File: config.mk
export PLATFORM = sky130hd
export DESIGN_NAME = pwm10_top
export DESIGN_NICKNAME = d
export VERILOG_FILES = /design/src/rtl/pwm10_pkg.sv /design/src/rtl/pwm10_ctrl.sv /design/src/rtl/pwm10_dp.sv /design/src/rtl/pwm10_top.sv
export SDC_FILE = /design/constraint.sdc
export NUM_CORES = 1
export LEC_CHECK = 0
export BUFFER_PORTS_ARGS = -buffer_cell sky130_fd_sc_hd__buf_2
export CORE_MARGIN = 3
export CORE_UTILIZATION = 55
export DETAILED_ROUTE_END_ITERATION = 6
export PLACE_DENSITY = 0.85
export SYNTH_ARGS = -nofsm -noshare
export SYNTH_HDL_FRONTEND = slang
export SYNTH_SLANG_ARGS = --single-unit
File: constraint.sdc
create_clock -name clk -period 4.5 [get_ports clk]
set_input_delay 0.225 -clock clk [delete_from_list [all_inputs] [get_ports clk]]
set_output_delay 0.225 -clock clk [all_outputs]
set_load 0.01 [all_outputs]
File: src/rtl/pwm10_pkg.sv
package pwm10_pkg;
  localparam int ADDR_W = 3;
  localparam int PS_W   = 4;
  localparam int FINE_W = 2;

  localparam logic [ADDR_W-1:0] ADDR_PERIOD = 3'd0;
  localparam logic [ADDR_W-1:0] ADDR_DUTYHI = 3'd1;
  localparam logic [ADDR_W-1:0] ADDR_DUTYLO = 3'd2;
  localparam logic [ADDR_W-1:0] ADDR_CTRL   = 3'd3;
  localparam logic [ADDR_W-1:0] ADDR_TIMER  = 3'd4;

  typedef struct packed {
    logic              fineAdv;
    logic              timerAdv;
    logic [FINE_W-1:0] fineLo;
  } pwmStrobe_t;
endpackage

File: src/rtl/pwm10_ctrl.sv
module pwm10_ctrl
  import pwm10_pkg::*;
#(
  parameter int POST_W = 4
) (
  input  logic              clk,
  input  logic              rstN,
  input  logic              timerOn,
  input  logic [1:0]        psSel,
  input  logic [POST_W-1:0] postSel,
  input  logic              tmrWr,
  input  logic              wrap,
  input  logic              flagClr,
  output pwmStrobe_t        strobe,
  output logic              irqFlag
);
  logic [FINE_W-1:0] phase;
  logic [PS_W-1:0]   psCnt;
  logic [PS_W-1:0]   psMax;
  logic [POST_W-1:0] postCnt;
  logic              tick;

  assign tick = timerOn && (phase == {FINE_W{1'b1}});

  always_comb begin
    case (psSel)
      2'b00: begin
        psMax          = '0;
        strobe.fineAdv = timerOn && !tmrWr;
        strobe.fineLo  = phase;
      end
      2'b01: begin
        psMax          = PS_W'(3);
        strobe.fineAdv = tick && !tmrWr;
        strobe.fineLo  = psCnt[1:0];
      end
      default: begin
        psMax          = PS_W'(15);
        strobe.fineAdv = tick && !tmrWr && (psCnt[1:0] == 2'b11);
        strobe.fineLo  = psCnt[3:2];
      end
    endcase
    strobe.timerAdv = tick && !tmrWr && (psCnt == psMax);
  end

  always_ff @(posedge clk) begin
    if (!rstN) begin
      phase   <= '0;
      psCnt   <= '0;
      postCnt <= '0;
      irqFlag <= 1'b0;
    end else begin
      if (timerOn) phase <= phase + 1'b1;
      if (tmrWr) psCnt <= '0;
      else if (tick) psCnt <= (psCnt == psMax) ? '0 : psCnt + 1'b1;
      if (wrap) postCnt <= (postCnt == postSel) ? '0 : postCnt + 1'b1;
      if (wrap && (postCnt == postSel)) irqFlag <= 1'b1;
      else if (flagClr) irqFlag <= 1'b0;
    end
  end
endmodule

File: src/rtl/pwm10_dp.sv
module pwm10_dp
  import pwm10_pkg::*;
#(
  parameter int TMR_W  = 8,
  parameter int POST_W = 4
) (
  input  logic              clk,
  input  logic              rstN,
  input  logic              wrEn,
  input  logic [ADDR_W-1:0] wrAddr,
  input  logic [TMR_W-1:0]  wrData,
  input  pwmStrobe_t        strobe,
  output logic              tmrWr,
  output logic              wrap,
  output logic              timerOn,
  output logic [1:0]        psSel,
  output logic [POST_W-1:0] postSel,
  output logic              pwmOut,
  output logic              periodHit,
  output logic [TMR_W-1:0]  shadowDuty,
  output logic [TMR_W-1:0]  timerCount,
  output logic [TMR_W-1:0]  ctrlReg
);
  localparam int DUTY_W = TMR_W + FINE_W;
  localparam int CTRL_W = POST_W + 3;

  logic [TMR_W-1:0]  periodR, dutyHiR, tmr, shadowHi;
  logic [FINE_W-1:0] dutyLoR, shadowLo;
  logic [CTRL_W-1:0] ctrlBits;
  logic [DUTY_W-1:0] fineNext, dutyLive, dutyNew;
  logic              clearHit;

  assign tmrWr    = wrEn && (wrAddr == ADDR_TIMER);
  assign timerOn  = ctrlBits[2];
  assign psSel    = ctrlBits[1:0];
  assign postSel  = ctrlBits[CTRL_W-1:3];
  assign fineNext = {tmr, strobe.fineLo} + 1'b1;
  assign dutyLive = {shadowHi, shadowLo};
  assign dutyNew  = {dutyHiR, dutyLoR};
  assign wrap     = strobe.timerAdv && (tmr == periodR);
  assign clearHit = strobe.fineAdv && !wrap && (fineNext == dutyLive);

  always_ff @(posedge clk) begin
    if (!rstN) begin
      periodR   <= '1;
      dutyHiR   <= '0;
      dutyLoR   <= '0;
      ctrlBits  <= '0;
      tmr       <= '0;
      shadowHi  <= '0;
      shadowLo  <= '0;
      pwmOut    <= 1'b0;
      periodHit <= 1'b0;
    end else begin
      if (wrEn) begin
        case (wrAddr)
          ADDR_PERIOD: periodR  <= wrData;
          ADDR_DUTYHI: dutyHiR  <= wrData;
          ADDR_DUTYLO: dutyLoR  <= wrData[FINE_W-1:0];
          ADDR_CTRL:   ctrlBits <= wrData[CTRL_W-1:0];
          default: ;
        endcase
      end
      if (tmrWr) tmr <= wrData;
      else if (wrap) tmr <= '0;
      else if (strobe.timerAdv) tmr <= tmr + 1'b1;
      periodHit <= wrap;
      if (wrap) begin
        shadowHi <= dutyHiR;
        shadowLo <= dutyLoR;
        pwmOut   <= (dutyNew != '0);
      end else if (clearHit) begin
        pwmOut <= 1'b0;
      end
    end
  end

  assign shadowDuty = shadowHi;
  assign timerCount = tmr;
  assign ctrlReg    = {{(TMR_W-CTRL_W){1'b0}}, ctrlBits};
endmodule

File: src/rtl/pwm10_top.sv
module pwm10_top
  import pwm10_pkg::*;
#(
  parameter int TMR_W  = 8,
  parameter int POST_W = 4
) (
  input  logic              clk,
  input  logic              rstN,
  input  logic              wrEn,
  input  logic [ADDR_W-1:0] wrAddr,
  input  logic [TMR_W-1:0]  wrData,
  input  logic              flagClr,
  output logic              pwmOut,
  output logic              periodHit,
  output logic              irqFlag,
  output logic [TMR_W-1:0]  shadowDuty,
  output logic [TMR_W-1:0]  timerCount,
  output logic [TMR_W-1:0]  ctrlReg
);
  pwmStrobe_t        strobe;
  logic              tmrWr, wrap, timerOn;
  logic [1:0]        psSel;
  logic [POST_W-1:0] postSel;

  pwm10_ctrl #(.POST_W(POST_W)) u_ctrl (
    .clk(clk), .rstN(rstN), .timerOn(timerOn), .psSel(psSel),
    .postSel(postSel), .tmrWr(tmrWr), .wrap(wrap), .flagClr(flagClr),
    .strobe(strobe), .irqFlag(irqFlag)
  );

  pwm10_dp #(.TMR_W(TMR_W), .POST_W(POST_W)) u_dp (
    .clk(clk), .rstN(rstN), .wrEn(wrEn), .wrAddr(wrAddr), .wrData(wrData),
    .strobe(strobe), .tmrWr(tmrWr), .wrap(wrap), .timerOn(timerOn),
    .psSel(psSel), .postSel(postSel), .pwmOut(pwmOut), .periodHit(periodHit),
    .shadowDuty(shadowDuty), .timerCount(timerCount), .ctrlReg(ctrlReg)
  );
endmodule

==> results of run 1 <==
==> area by class of cell <==
class	count	area, sq um	area share [%]
multi-input combinational	253	1560	50.4
sequential	56	1120	36.3
timing repair buffer	41	208	6.73
tap	67	83.8	2.71
clock buffer	5	68.8	2.23
clock inverter	1	30.0	0.972
inverter	5	18.8	0.608
==> cells in the mapped netlist (4+ instances only) <==
master and instances:
sky130_fd_sc_hd__xor2_1 9, sky130_fd_sc_hd__inv_1 4, sky130_fd_sc_hd__a31oi_1 5, sky130_fd_sc_hd__dfxtp_1 56
sky130_fd_sc_hd__clkbuf_1 17, sky130_fd_sc_hd__nand3_1 19, sky130_fd_sc_hd__nor3_1 7, sky130_fd_sc_hd__xnor2_1 22
sky130_fd_sc_hd__nand3b_1 4, sky130_fd_sc_hd__a21oi_1 14, sky130_fd_sc_hd__nand4_1 7, sky130_fd_sc_hd__nand2_1 44
sky130_fd_sc_hd__ha_1 5, sky130_fd_sc_hd__nor2_1 40, sky130_fd_sc_hd__o21ai_0 13, sky130_fd_sc_hd__mux2i_1 22
==> critical path: cells and delay by family (launching register included) <==
| kind | cells | cell delay, ns |
|---|---|---|
| AO/OA/AOI/OAI | 2 | 0.73 |
| flip-flops | 1 | 0.38 |
| AND/OR/NAND/NOR | 3 | 1.71 |
==> registers in the layout, indices dropped and copies added, names as in the netlist <==
register	count
u_dp.shadowDuty	8
u_dp.timerCount	8
u_ctrl.irqFlag	1
u_dp.ctrlBits	7
u_dp.periodR	8
u_dp.dutyHiR	8
u_dp.shadowLo	2
u_ctrl.postCnt	4
u_ctrl.psCnt	4
u_dp.dutyLoR	2
u_dp.pwmOut	1
u_dp.periodHit	1
u_ctrl.phase	2
==> path summary, 6_finish.rpt <==
path | startpoint | endpoint | slack, ns | depth (start not counted)
setup reg to reg | u_ctrl.psCnt[0] | u_ctrl.postCnt[2] | 1.57 | 5
setup / recovery | u_ctrl.psCnt[0] | u_ctrl.postCnt[2] | 1.57 | 5
hold / removal | wrData[7] | u_dp.periodR[7] | 0.18 | 3
hold reg to reg | u_dp.shadowLo[0] | u_dp.shadowLo[0] | 0.48 | 2
==> kinds of logic after synthesis <==
logic type | count (synthesis) | synth area share, %
flip-flops | 56 | 40.3
adder cells (fa/ha/maj) | 5 | 2.25
multiplexers | 23 | 8.31
other | 1 | 0.135
AO/OA/AOI/OAI | 48 | 10.7
XOR/XNOR | 31 | 9.75
AND/OR/NAND/NOR | 145 | 24.8
buffers and inverters | 26 | 3.82
==> where the power goes <==
group          switching, uW  total [uW]  internal [uW]
clock                    158         318            160
sequential              13.7         518            505
combinational           43.9        76.0           32.1
total                    215         912            697
==> stage by stage <==
step	hold WS, ns	area (sq um)
after floorplan	0.349	2790
after global placement	0.455	2990
after detailed placement	0.463	2990
after CTS	0.177	3090
after global routing	0.187	3090
final	0.179	3090
==> routing by layer <==
layer  vias to the layer above  track usage [%]  share of wire, %
met1                      1163             33.0                45
met2                        98             37.8                48
met5                         -                0                 0
li1                       1213                -                 -
met3                        17             4.34               5.1
met4                         0             10.7               2.4
==> parameters.txt, run 1 <==
Parameter                              Value

Worst setup path
  Worst EP required    4.71 ns
  Maximum net fanout on the critical path    13
  CP Data Arrival Time    3.14 ns
  Max stage delay cell, worst path    sky130_fd_sc_hd__nor3b_1
  Path type of the worst setup path    register to register
  Peak per-stage delay on the critical path    1.02 ns
  Type of element capturing the critical path    register
  CP Launch Type    register
  Cells along the critical path    or4_1 > a221o_1 > nor3b_1 > nand4b_1 > a21oi_1

Finish
  Final standard cell count with taps included and fillers excluded    428
  Highest-count cells in the layout ignoring fill and taps    56 x sky130_fd_sc_hd__dfxtp_1, 44 x sky130_fd_sc_hd__nand2_1, 40 x sky130_fd_sc_hd__nor2_1, 40 x sky130_fd_sc_hd__buf_2
  Fraction of layout instances using a drive strength above 1    13.9%
  Antenna cells    0
  Most common cell after layout, fill and taps aside    sky130_fd_sc_hd__dfxtp_1
  Core Util, Final    64.1%
  Post-synthesis to final-layout area growth    10.9%
  Count of filler cells inserted in the layout    415
  Total Nets Final    382

Route
  Vias after detailed routing    2491
  Post-detailed-route count of antenna-violating nets    0
  Final routed wire length divided by cell count    16.3 um
  Length of the first detailed-routing pass in iterations    5
  Via density per instance    5.82
  Iteration-0 DRC Markers    318
  Post-route DRC violation count    0
  DRT Wirelength    6.98 mm

Pwr
  Tot Pwr    912 uW
  Maximum vdd drop    0.176 mV
  Power per unit of standard cell area    295 nW/um^2
  LEAKAGE    0.00129 uW

STA
  Post-route minimum period    2.93 ns
  Clk_skew    0.0105 ns
  Timing-limited maximum frequency    341 MHz
  Final worst slack    1.57 ns
  Crit share post-route    65.2%
  Unrepaired setup endpoints after global routing    false
  Worst-margin pin slew    1.18 ns
  Total setup violations reported at the end of the flow    0
  Worst max-slew margin expressed relative to the limit    21.0%
  Final count of hold timing violations    0
  Setup TNS    0 ns
  Number of max-slew violations in the final report    0

Synth
  Most area-hungry cell type in the Yosys netlist    sky130_fd_sc_hd__dfxtp_1
  Netlist cell types    46
  Syn Nets    355
  Synth Register Bits    56
  Primary flip-flop cell chosen by synthesis mapping    sky130_fd_sc_hd__dfxtp_1
  Sequential fraction of the synthesis area    40.3%
  Yosys warns    0
  Average size of a mapped cell    8.31 sq um
  Number of synthesized flops with an enable pin    0
  Cells taking the most area after synthesis    sky130_fd_sc_hd__dfxtp_1 40%, sky130_fd_sc_hd__mux2i_1 7.9%, sky130_fd_sc_hd__xnor2_1 6.9%, sky130_fd_sc_hd__nand2_1 5.9%, sky130_fd_sc_hd__nor2_1 5.4%
  Portion of synthesized cell area occupied by the leading cell type    40.3%
  Count of mapped cells out of synthesis    335
  Synth async-reset ratio    0%
  Syn Std Cell Area    2790 sq um

Placement
  Number of buffer cells added on primary ports    40
  Minimum setup slack after placement    1.61 ns
  Half-perimeter wire length after placement    4.99 mm
  Final RePlAce weighted congestion    0.920
  Number of placed instances with taps included    422

Clock network
  Worst-case clock buffer depth    2
  Skew-Pair Late Insertion Delay    0.31 ns
  Number of clock sinks    56
  Post-CTS setup-driven buffer insertion count    0
  Clock tree from TritonCTS    built
  Master cell of the clock root buffer    sky130_fd_sc_hd__clkbuf_8
  CTS buffer count    5
  Post-cts repair resize count    0
  CTS clock-pin slew for the worst setup and hold paths    0.10 ns
  CTS hold repair buffers    0
  H-tree lvl count    2

GRT
  Number of antenna violations at the first check in global routing    0
  Overall track demand over capacity in global routing    24.4%
  Final global-route overflow total    0
  Global-route wire length before repair    11.8 mm
  Via count of the first global-routing pass    2369
  Largest net degree at the start of global routing    37

Run status
  Status    complete, no violations

Floorplanning
  Total core area    4820 sq um
  Number of placement rows    25
  Number of primary I/O pins    42
  Starting density of the core    57.8%
  Width of the chip    77.2 um
  Full die area    5950 sq um
  Die height    77.2 um

Run
  Max-cap viol count    0

Min path
  Class of the tightest hold or removal check    primary input to register
Power figures use the tool's default switching activity.
==> inputs of run 2 (changes only) <==
- CORE_UTILIZATION: 55 -> 51
- PLACE_DENSITY: 0.85 -> 0.84
- clock period: 4.5 -> 2.6 ns (I/O delays scaled with it)
==> run 2 against run 1 <==
  * Core utilization decreased by 3.4 points
  * Global-route usage shrank 1.5 points
  * Combinational power rose by 72%
  * Maximum frequency increased by 21%
  * Via count up 1.3%
  * First-iteration DRC count is 9.4% lower
  * Register-to-register slack worse by 1.4 ns
  * Critical path type unchanged
  * Critical endpoint is now u_dp.pwmOut
  * Largest cell class unchanged
  * Largest power group unchanged
==> parameters.txt, run 2 (synthesized netlist as in run 1, its figures left out) <==
Parameter                              Value

Run status
  Status    complete, no violations

GRT
  Overall track demand over capacity in global routing    22.9% (-1.5 points)
  Final global-route overflow total    0 (unchanged)
  Global-route wire length before repair    11.5 mm (-2.1%)
  Largest net degree at the start of global routing    35 (-5.4%)
  Number of antenna violations at the first check in global routing    0 (unchanged)
  Via count of the first global-routing pass    2367 (-0.084%)

STA
  Final count of hold timing violations    0 (unchanged)
  Timing-limited maximum frequency    414 MHz (+21%)
  Worst max-slew margin expressed relative to the limit    35.5% (+14 points)
  Setup TNS    0 ns (unchanged)
  Total setup violations reported at the end of the flow    0 (unchanged)
  Post-route minimum period    2.42 ns (-0.516 ns)
  Clk_skew    0.0110 ns (+0.000523 ns)
  Worst-margin pin slew    0.961 ns (-0.222 ns)
  Number of max-slew violations in the final report    0 (unchanged)
  Post-route worst hold slack    0.101 ns (-0.0780 ns)
  Unrepaired setup endpoints after global routing    false
  Crit share post-route    92.9% (+28 points)

Clock network
  Worst-case clock buffer depth    2 (unchanged)
  Clock tree from TritonCTS    built
  CTS buffer count    5 (unchanged)
  Master cell of the clock root buffer    sky130_fd_sc_hd__clkbuf_8
  CTS clock-pin slew for the worst setup and hold paths    0.10 ns (about the same)
  Skew-Pair Late Insertion Delay    0.31 ns (about the same)
  Post-CTS setup-driven buffer insertion count    0 (unchanged)
  Number of clock sinks    56 (unchanged)
  H-tree lvl count    2 (unchanged)

Floorplanning
  Number of primary I/O pins    42 (unchanged)
  Starting density of the core    53.5% (-4.3 points)
  Full die area    6380 sq um (+7.2%)
  Width of the chip    79.9 um (+3.6%)
  Number of placement rows    26 (+4.0%)
  Die height    79.9 um (+3.6%)
  Total core area    5200 sq um (+8.1%)

Finish
  Final standard cell count with taps included and fillers excluded    439 (+2.6%)
  Antenna cells    0 (unchanged)
  Fraction of layout instances using a drive strength above 1    16.3% (+2.4 points)
  Post-Layout Inst Area    3160 sq um (+2.4%)
  Highest-count cells in the layout ignoring fill and taps    55 x sky130_fd_sc_hd__dfxtp_1, 44 x sky130_fd_sc_hd__nand2_1, 40 x sky130_fd_sc_hd__nor2_1, 40 x sky130_fd_sc_hd__buf_2
  Post-synthesis to final-layout area growth    13.5%
  Total Nets Final    388 (+1.6%)
  Most common cell after layout, fill and taps aside    sky130_fd_sc_hd__dfxtp_1

Pwr
  Maximum vdd drop    0.272 mV (+55%)
  Net switching fraction of the power    24.1% (+0.45 points)
  Cell Int Power    1220 uW (+75%)
  Share of power burned in combinational logic    8.1% (-0.2 points)
  Sw Pwr    387 uW (+80%)
  Power per unit of standard cell area    509 nW/um^2 (+72%)
  Tot Pwr    1610 uW (+76%)
  LEAKAGE    0.00133 uW (+2.9%)
  Portion of total power attributed to sequential cells    55.9% (-0.9 points)
  Clock group share of total power    36.0% (+1.1 points)

Route
  Final routed wire length divided by cell count    15.9 um (-2.8%)
  Iteration-0 DRC Markers    288 (-9.4%)
  Post-route DRC violation count    0 (unchanged)
  Length of the first detailed-routing pass in iterations    4 (-1)
  DRT Wirelength    6.96 mm (-0.30%)
  Via density per instance    5.75 (-1.3%)
  Post-detailed-route count of antenna-violating nets    0 (unchanged)
  Vias after detailed routing    2523 (+1.3%)

Worst setup path
  CP Launch Type    register
  Type of element capturing the critical path    register
  Maximum net fanout on the critical path    8 (-5)
  CP Data Arrival Time    2.60 ns (-0.54 ns)
  Peak per-stage delay on the critical path    0.42 ns (-0.60 ns)
  Cells along the critical path    mux2i_1 > o21a_1 > inv_1 > ha_1 > xor2_1 > a2111oi_0 > nand4_1 > a211oi_1 > o22ai_1
  Max stage delay cell, worst path    sky130_fd_sc_hd__dfxtp_2
  Worst EP required    2.78 ns (-1.93 ns)
  Path type of the worst setup path    register to register
  Cell type group with the largest total delay on the critical path    compound AO/OA/AOI/OAI gates
  CP bufs+invs    1 (+1)

Placement
  Half-perimeter wire length after placement    5.05 mm (+1.3%)
  Final RePlAce weighted congestion    0.906 (-1.5%)
  Placement-stage cell area    3040 sq um (+1.6%)
  Number of buffer cells added on primary ports    40 (unchanged)
  Number of placed instances with taps included    431 (+2.1%)

Run
  Max-cap viol count    0 (unchanged)

Min path
  Class of the tightest hold or removal check    primary input to register
-- run 2: cell types whose count changed in the layout (fill, tap and decap cells not counted), sizes merged --
cell	change
buf	+6
clkinv	+2
-- run 2: per-stage QoR --
| stage | util (%) | setup slack [ns] |
|---|---|---|
| final | 60.7 | 0.183 |
| after global routing | 60.7 | 0.0307 |
| after CTS | 60.6 | 0.0630 |
| after detailed placement | 58.4 | 0.111 |
| after global placement | 58.4 | 0.246 |
| after floorplan | - | 0.343 |
-- run 2: routing by layer --
metal | part of all wire (%) | track usage [%]
met5 | 0 | 0
met1 | 43 | 30.9
met3 | 6.2 | 4.29
met2 | 48 | 36.6
met4 | 2.2 | 7.43
-- run 2: final cells by class --
cell class,instances,area [sq um]
tap,70,87.6
inverter,5,18.8
clock buffer,5,68.8
clock inverter,3,47.5
timing repair buffer,47,253
sequential,56,1120
fill,471,2040
multi-input combinational,253,1560
-- run 2: power groups by stage --
stage | Combinational, uW | Clock (uW) | Sequential [uW]
floorplan | 90.2 | 0 | 908
global placement | 127 | 0 | 916
detailed placement | 130 | 0 | 917
CTS | 131 | 593 | 898
global route | 144 | 628 | 901
finish | 131 | 578 | 899
-- run 2: path summary, 6_finish.rpt --
kind	to	from	slack, ns	cells past startpoint
setup / recovery	u_dp.pwmOut	u_dp.ctrlBits[0]	0.18	9
hold / removal	u_dp.periodR[7]	wrData[7]	0.10	3
setup reg to reg	u_dp.pwmOut	u_dp.ctrlBits[0]	0.18	9
hold reg to reg	u_dp.shadowDuty[1]	u_dp.dutyHiR[1]	0.48	2
-- run 2: repair_timing --
item                                    4_1_cts  5_1_grt
endpoints found under the setup margin        0        1
resized for setup                             0        2
hold buffers                                  0        0
-- run 2: tightest hold or removal path, cell delays in order --
cell                      delay, ns
sky130_fd_sc_hd__buf_2         0.11
sky130_fd_sc_hd__nand2_1       0.05
sky130_fd_sc_hd__nand3_1       0.08
